<file path="src/rtl/spp_pkg.sv">
package spp_pkg;
    parameter int unsigned SPP_BYTES_DEF = 8;
    parameter int unsigned SPP_TS_W_DEF  = 16;
    localparam int unsigned BYTE_W       = 8;
    typedef logic [BYTE_W-1:0] byte_t;
endpackage

</file>
<file path="src/rtl/spp_timebase.sv">
module spp_timebase #(
    parameter int unsigned TS_W = spp_pkg::SPP_TS_W_DEF
) (
    input  logic            clk,
    input  logic            rst_n,
    output logic [TS_W-1:0] now
);
    logic [TS_W-1:0] cnt_d, cnt_q;

    always_comb begin
        cnt_d = cnt_q + TS_W'(1);
    end

    always_ff @(posedge clk or negedge rst_n) begin
        if (!rst_n) cnt_q <= '0;
        else        cnt_q <= cnt_d;
    end

    assign now = cnt_q;
endmodule

</file>
<file path="src/rtl/spp_bank_store.sv">
module spp_bank_store #(
    parameter int unsigned NBYTES = spp_pkg::SPP_BYTES_DEF,
    parameter int unsigned TS_W   = spp_pkg::SPP_TS_W_DEF,
    localparam int unsigned LEN_W = $clog2(NBYTES + 1),
    localparam int unsigned IDX_W = (NBYTES > 1) ? $clog2(NBYTES) : 1,
    localparam int unsigned PAY_W = spp_pkg::BYTE_W * NBYTES
) (
    input  logic                      clk,
    input  logic                      rst_n,
    input  logic                      wr_valid,
    input  logic [spp_pkg::BYTE_W-1:0] wr_byte,
    input  logic                      wr_last,
    input  logic [TS_W-1:0]           ts_now,
    output logic [PAY_W-1:0]          cur_payload,
    output logic [LEN_W-1:0]          cur_len,
    output logic [TS_W-1:0]           cur_ts,
    output logic                      cur_loaded
);
    typedef struct packed {
        logic [1:0][NBYTES-1:0][spp_pkg::BYTE_W-1:0] data;
        logic [1:0][LEN_W-1:0]                       len;
        logic [1:0][TS_W-1:0]                        ts;
        logic                                        sel;
        logic [LEN_W-1:0]                            idx;
        logic                                        loaded;
    } store_t;

    store_t st_d, st_q;

    always_comb begin
        logic             fill;
        logic             room;
        logic [LEN_W-1:0] count;
        st_d  = st_q;
        fill  = ~st_q.sel;
        room  = (st_q.idx < LEN_W'(NBYTES));
        count = room ? st_q.idx + LEN_W'(1) : st_q.idx;
        if (wr_valid) begin
            if (room) st_d.data[fill][st_q.idx[IDX_W-1:0]] = wr_byte;
            if (wr_last) begin
                st_d.len[fill] = count;
                st_d.ts[fill]  = ts_now;
                st_d.sel       = fill;
                st_d.loaded    = 1'b1;
                st_d.idx       = '0;
            end else begin
                st_d.idx = count;
            end
        end
    end

    always_ff @(posedge clk or negedge rst_n) begin
        if (!rst_n) st_q <= '0;
        else        st_q <= st_d;
    end

    for (genvar g = 0; g < NBYTES; g++) begin : g_lane
        assign cur_payload[g*spp_pkg::BYTE_W +: spp_pkg::BYTE_W] = st_q.data[st_q.sel][g];
    end

    assign cur_len    = st_q.len[st_q.sel];
    assign cur_ts     = st_q.ts[st_q.sel];
    assign cur_loaded = st_q.loaded;
endmodule

</file>
<file path="src/rtl/spp_fresh_eval.sv">
module spp_fresh_eval #(
    parameter int unsigned TS_W = spp_pkg::SPP_TS_W_DEF
) (
    input  logic [TS_W-1:0] now,
    input  logic [TS_W-1:0] stamp,
    input  logic [TS_W-1:0] period,
    input  logic            loaded,
    output logic            fresh
);
    logic [TS_W-1:0] age;

    always_comb begin
        age   = now - stamp;
        fresh = loaded && (age <= period);
    end
endmodule

</file>
<file path="src/rtl/sampling_port_buf.sv">
module sampling_port_buf #(
    parameter int unsigned NBYTES = spp_pkg::SPP_BYTES_DEF,
    parameter int unsigned TS_W   = spp_pkg::SPP_TS_W_DEF,
    localparam int unsigned LEN_W = $clog2(NBYTES + 1),
    localparam int unsigned PAY_W = spp_pkg::BYTE_W * NBYTES
) (
    input  logic                       clk,
    input  logic                       rst_n,
    input  logic                       wr_valid,
    input  logic [spp_pkg::BYTE_W-1:0] wr_byte,
    input  logic                       wr_last,
    input  logic [TS_W-1:0]            refresh_per,
    input  logic                       rd_req,
    output logic                       rd_valid,
    output logic [PAY_W-1:0]           rd_payload,
    output logic [LEN_W-1:0]           rd_len,
    output logic [TS_W-1:0]            rd_ts,
    output logic                       rd_fresh
);
    logic [TS_W-1:0]  now;
    logic [PAY_W-1:0] cur_payload;
    logic [LEN_W-1:0] cur_len;
    logic [TS_W-1:0]  cur_ts;
    logic             cur_loaded;
    logic             cur_fresh;

    spp_timebase #(.TS_W(TS_W)) u_time (
        .clk   (clk),
        .rst_n (rst_n),
        .now   (now)
    );

    spp_bank_store #(.NBYTES(NBYTES), .TS_W(TS_W)) u_store (
        .clk         (clk),
        .rst_n       (rst_n),
        .wr_valid    (wr_valid),
        .wr_byte     (wr_byte),
        .wr_last     (wr_last),
        .ts_now      (now),
        .cur_payload (cur_payload),
        .cur_len     (cur_len),
        .cur_ts      (cur_ts),
        .cur_loaded  (cur_loaded)
    );

    spp_fresh_eval #(.TS_W(TS_W)) u_fresh (
        .now    (now),
        .stamp  (cur_ts),
        .period (refresh_per),
        .loaded (cur_loaded),
        .fresh  (cur_fresh)
    );

    typedef struct packed {
        logic             valid;
        logic [PAY_W-1:0] payload;
        logic [LEN_W-1:0] len;
        logic [TS_W-1:0]  ts;
        logic             fresh;
    } rdout_t;

    rdout_t ro_d, ro_q;

    always_comb begin
        ro_d       = ro_q;
        ro_d.valid = rd_req;
        if (rd_req) begin
            ro_d.payload = cur_payload;
            ro_d.len     = cur_len;
            ro_d.ts      = cur_ts;
            ro_d.fresh   = cur_fresh;
        end
    end

    always_ff @(posedge clk or negedge rst_n) begin
        if (!rst_n) ro_q <= '0;
        else        ro_q <= ro_d;
    end

    assign rd_valid   = ro_q.valid;
    assign rd_payload = ro_q.payload;
    assign rd_len     = ro_q.len;
    assign rd_ts      = ro_q.ts;
    assign rd_fresh   = ro_q.fresh;
endmodule

</file>
<file path="config.mk">
export PLATFORM = sky130hd
export DESIGN_NAME = sampling_port_buf
export DESIGN_NICKNAME = d
export VERILOG_FILES = /design/src/rtl/spp_pkg.sv /design/src/rtl/spp_timebase.sv /design/src/rtl/spp_bank_store.sv /design/src/rtl/spp_fresh_eval.sv /design/src/rtl/sampling_port_buf.sv
export SDC_FILE = /design/constraint.sdc
export NUM_CORES = 1
export LEC_CHECK = 0
export BUFFER_PORTS_ARGS = -buffer_cell sky130_fd_sc_hd__buf_4
export CORE_MARGIN = 2
export CORE_UTILIZATION = 64
export CTS_CLUSTER_SIZE = 28
export DETAILED_ROUTE_END_ITERATION = 6
export PLACE_DENSITY = 0.85
export SETUP_SLACK_MARGIN = 0.5
export SYNTH_ARGS = -nofsm -noshare
export SYNTH_HDL_FRONTEND = slang
export SYNTH_SLANG_ARGS = --single-unit
</file>
<file path="constraint.sdc">
create_clock -name clk -period 12.25 [get_ports clk]
set_clock_uncertainty 0.1 [all_clocks]
set_input_delay 2.45 -clock clk [delete_from_list [all_inputs] [get_ports clk]]
set_output_delay 2.45 -clock clk [all_outputs]
set_load 0.05 [all_outputs]
</file>
After elaboration in Yosys (flattened, before gate mapping)
Cells that the tools add are included.
{"block": "word_totals", "regBits": 276, "in_bits": 29, "out_inout_bits": 86, "elab_cells": 64}
{"block": "classes", "mux": 19, "magnitude_cmp": 7, "add_sub_neg": 3, "n_reduce_logical": 5, "bitwise_logic": 1}
{"op": "$mux W64", "count": 3}
{"op": "$bwmux W128", "count": 1}
{"op": "$demux W64 S1", "count": 1}
{"op": "$mux W16", "count": 3}
{"op": "$bwmux W32", "count": 1}
{"op": "$demux W8 S3", "count": 1}
{"op": "$mux W4", "count": 5}
{"op": "$add A16 B1 Y16 const B", "count": 1}
{"op": "$demux W16 S1", "count": 1}
{"op": "$le A16 B16 Y1", "count": 1}
{"op": "$sub A16 B16 Y16", "count": 1}
{"op": "$bwmux W8", "count": 1}
{"op": "$mux W8", "count": 1}
{"op": "$add A4 B1 Y4 const B", "count": 1}
{"op": "$demux W4 S1", "count": 1}
{"op": "$lt A1 B2 Y1 const B", "count": 2}
{"op": "$lt A3 B4 Y1 const B", "count": 1}
{"op": "$lt A4 B4 Y1 const B", "count": 1}
{"op": "$reduce_and A2 Y1", "count": 2}
{"op": "$ge A3 B1 Y1 const B", "count": 1}
{"op": "$logic_and A1 B1 Y1", "count": 3}
{"op": "$ge A1 B1 Y1 const B", "count": 1}
{"op": "$not A1 Y1", "count": 1}

Logic depth before layout (Yosys ltp)
{"block": "logic_depth", "ltp_word": 7, "mapped_depth": 16, "depth_no_buf": 14}

By module
A second synthesis with hierarchy kept.
{"block": "unflattened", "cells_unflattened": 926, "hier_area_um2": 12837.3}
{"mod": "spp_bank_store", "area_per_inst_um2": 7712.4, "seq_area_each_um2": 4354.2, "instances": 1, "cells_each": 515}
{"mod": "sampling_port_buf", "area_per_inst_um2": 3188.1, "seq_area_each_um2": 2152.1, "instances": 1, "cells_each": 180}
{"mod": "spp_fresh_eval", "area_per_inst_um2": 1234.9, "seq_area_each_um2": 0.0, "instances": 1, "cells_each": 174}
{"mod": "spp_timebase", "area_per_inst_um2": 701.9, "seq_area_each_um2": 400.4, "instances": 1, "cells_each": 57}

Least setup slack after synthesis
No wires, ideal clock.
{"block": "synth_timing", "kind": "reg-to-reg", "start": "reg u_store.st_q[5] (netlist name)", "end": "reg ro_q (netlist bit rd_fresh)", "setup_time_ns": 0.083, "period_less_slack_ns": 4.089, "stages_incl_launch_ff": 16, "required_time_ns": 12.067, "slack_ns": 8.161, "n_path_buf": 2, "arrival_time_ns": 3.906, "path_cell_list": "dfrtp_1 buf_2 buf_1 mux2i_1 ha_1 a21o_1 a31oi_1 a211oi_1 o41ai_1 xnor2_1 ha_1 nand4_1 nor3_1 a21boi_0 or4b_2 o21ai_0"}
{"block": "synth_via", "elab_chain_cells": 5}
{"item": "start, declared", "line": "spp_bank_store.sv:28", "rtl": "store_t st_d, st_q;"}
{"item": "start signal, assigned", "line": "spp_bank_store.sv:54", "rtl": "else st_q <= st_d;"}
{"item": "$mux W16 (not written as such) (2 in a row)", "line": "spp_bank_store.sv:62", "rtl": "assign cur_ts = st_q.ts[st_q.sel];"}
{"item": "$sub A16 B16 Y16", "line": "spp_fresh_eval.sv:13", "rtl": "age = now - stamp;"}
{"item": "$le A16 B16 Y1", "line": "spp_fresh_eval.sv:14", "rtl": "fresh = loaded && (age <= period);"}
{"item": "$logic_and A1 B1 Y1", "line": "spp_fresh_eval.sv:14"}
{"item": "end signal, assigned", "line": "sampling_port_buf.sv:77", "rtl": "else ro_q <= ro_d;"}
{"item": "end, declared", "line": "sampling_port_buf.sv:62", "rtl": "rdout_t ro_d, ro_q;"}
Every way passes these cells. The select of a mux whose other input is x is not followed.
A chain may end at the register's enable or synchronous reset.

Final worst setup path
Same ends and word-level chain as after synthesis.

==> run metrics <==
status finished, final reports clean; final cell count without fillers 1,399; vias in the first global route 8,282; Leak 6.89 nW; final worst-path cycle share 42.8%; Max Fclk 191 MHz; CORE AREA 18,800 um2; DRC viols 0; predominant post-synthesis flop cell dfrtp_1; WL/cell 18.9 um; Multi-input gate area 5150 um2; count leader, synth dfrtp_1; min cycle time layout 5.24 ns; Post-DRT Antenna Nets 0; reg-to-reg endpoint rd_fresh; antenna violations before repair 1; asr flop ratio synth 100%; hold path depth 2; CP startpoint kind register; RSZ-0062 raised after global routing false; Crit Path Max Fanout 49; CTS Sinks 276; most frequent cells after synthesis dfrtp_1 (276), mux2_2 (150), a21oi_1 (106); reg-to-reg slack, setup 7.01 ns; flops & latches, synth 276; clk slew on worst S/H paths 0.06 ns; Setup Viol. Count Final 0; Post-CTS Resized 0; Worst setup EP type register; Hold Startpoint u_store.st_q[45]; Register Area 6910 um2; I/O pin cnt 115; critical path required time 12.60 ns; crit-path most repeated cell ha_1; CTS tree built; Skew-Pair Late Insertion Delay 0.55 ns; cts hold-fix bufs 0; Worst Max-Slew Pin Slew 1.13 ns; data arrival time of the worst path 5.60 ns; CP cell instances buf_4, mux2i_1, ha_1, and4_1, nand2_1, a211oi_1, o41ai_1, xnor2_1, ha_1, nand4_1, nor3_1, a21boi_0, or4b_2, o21ai_0; critical path class register to register; root buf cell clkbuf_16; Worst Hold End u_store.st_q[45]; full die area 20,500 um2; first-pass GRT wire length 42.9 mm; CP max-delay cell dfrtp_4; RR Startpoint u_store.st_q[5]; layout cells sized above 1 29.1%; PwrDens 229 nW/um2; Final Slew Violations 0; Synth area leader dfrtp_1; CP startpoint u_store.st_q[5]; initial drt markers 551; total CTS buffers 27; final WL 26.5 mm; Post-synth EDFFs 0; CTS Buffer Depth 3; Slew headroom 24.7%; DRT Pass-1 Iters 4; DP Area 13,400 um2; Finished Cell Area 14,300 um2; Synth-to-Final Area Change 15.4%; final hold violation count 0; register area share after synthesis 55.7%; R2R cell count 14; Post-DP HPWL 16.3 mm; routed vias/inst 5.85; Hold Crit Class register to register; largest net degree at the start of global routing 108; post-synthesis cell area 12,400 um2; H-Tree Level Count 1; synth warn 0; Synth top area share 55.7%; Die W 143 um; initial core utilization 65.9%; Syn Area/Cell 12.1 um2; nets 1,183; max_cap viols 0; GRT Residual Overflow 0; Die Span Y 143 um; Placed Cells 1,350; Max VDD drop 0.124 mV; Post-Syn Nets 1,087; fillers 1,166; Placer Congestion 0.907; Yosys cell types 56; via count 8,187; num rows 50; synth top area cells dfrtp_1 (56%), mux2_2 (14%), mux2i_1 (6.7%); GRT Total Usage 26.4%; setup TNS 0 ns; # port buffers 114; fin util 76.0%; post-CTS setup buffers 0; Synth Instances 1,023; largest stage delay on the critical path 1.01 ns
-- cell families after synthesis --
kind of cell / Yosys count / synth area share, %
mux: 241 / 21.3
xor+xnor: 25 / 1.77
simple gates: 207 / 7.76
buf+inv: 80 / 2.76
fa+ha+maj: 35 / 3.59
compound gates: 159 / 7.15
flops: 276 / 55.7
-- how the worst max path moves through the flow --
stage | depth (start not counted) | to | slack, ns
after floorplan | 15 | rd_fresh | 8.16
after global placement | 14 | rd_fresh | 7.36
after detailed placement | 14 | rd_fresh | 7.10
after CTS | 14 | rd_fresh | 7.06
after global routing | 14 | rd_fresh | 6.68
final | 14 | rd_fresh | 7.01
-- registers in the layout, indices dropped and copies added, names as in the netlist --
name	flops
rd_fresh	1
rd_len	4
rd_payload	64
rd_ts	16
rd_valid	1
u_store.cur_loaded	1
u_store.st_q	173
u_time.now	16
-- routing by layer --
metal | up-vias | GRT usage (%) | wire length (um)
met2 | 235 | 42.2 | 12800
met3 | 54 | 3.42 | 1140
met4 | 0 | 9.13 | 655
met1 | 4111 | 37.7 | 11800
met5 | - | 0 | 0
li1 | 3787 | - | -
-- layout make-up --
type / count / area share, %
flip-flops and latches: 276 / 48.3
clock inverters: 6 / 0.665
well taps: 260 / 2.27
multi-input cells: 667 / 36.0
clock buffers: 42 / 5.68
inverters: 28 / 0.752
diodes: 1 / 0.0175
repair buffers: 119 / 6.30
-- critical path, delay by kind of cell, from the launching register on --
kind            cells  cell delay [ns]
mux                 1             0.24
flops               1             1.01
xor+xnor            1             0.16
compound gates      4             0.99
buf+inv             1             0.72
fa+ha+maj           2             0.75
simple gates        5             1.19
-- through the flow --
stage / hold slack (ns) / power (mW) / setup WS (ns)
after floorplan: 0.335 / 2.12 / 8.16
after detailed placement: 0.370 / 2.43 / 7.10
after global placement: 0.359 / 2.39 / 7.36
after global routing: 0.410 / 3.43 / 6.68
final: 0.388 / 3.28 / 7.01
after CTS: 0.390 / 3.29 / 7.06
-- cells in the final DEF (no fill, tap or decap), types with 12 or more instances in the layout --
cell type	synthesis	routed
a21oi_1	106	106
buf_4	1	118
clkbuf_16	0	27
dfrtp_1	276	275
ha_1	34	34
inv_1	26	26
mux2_2	150	150
mux2i_1	83	83
nand2_1	39	39
nand3_1	12	12
nor2_1	100	100
o21ai_0	21	21
xnor2_1	20	20
-- where the power goes --
group          total [mW]  internal (mW)  switching (mW)
Clock               0.842          0.497           0.344
Sequential           1.38           1.20           0.184
Combinational        1.06          0.432           0.624
No activity file was read; power rests on OpenSTA's default activity.
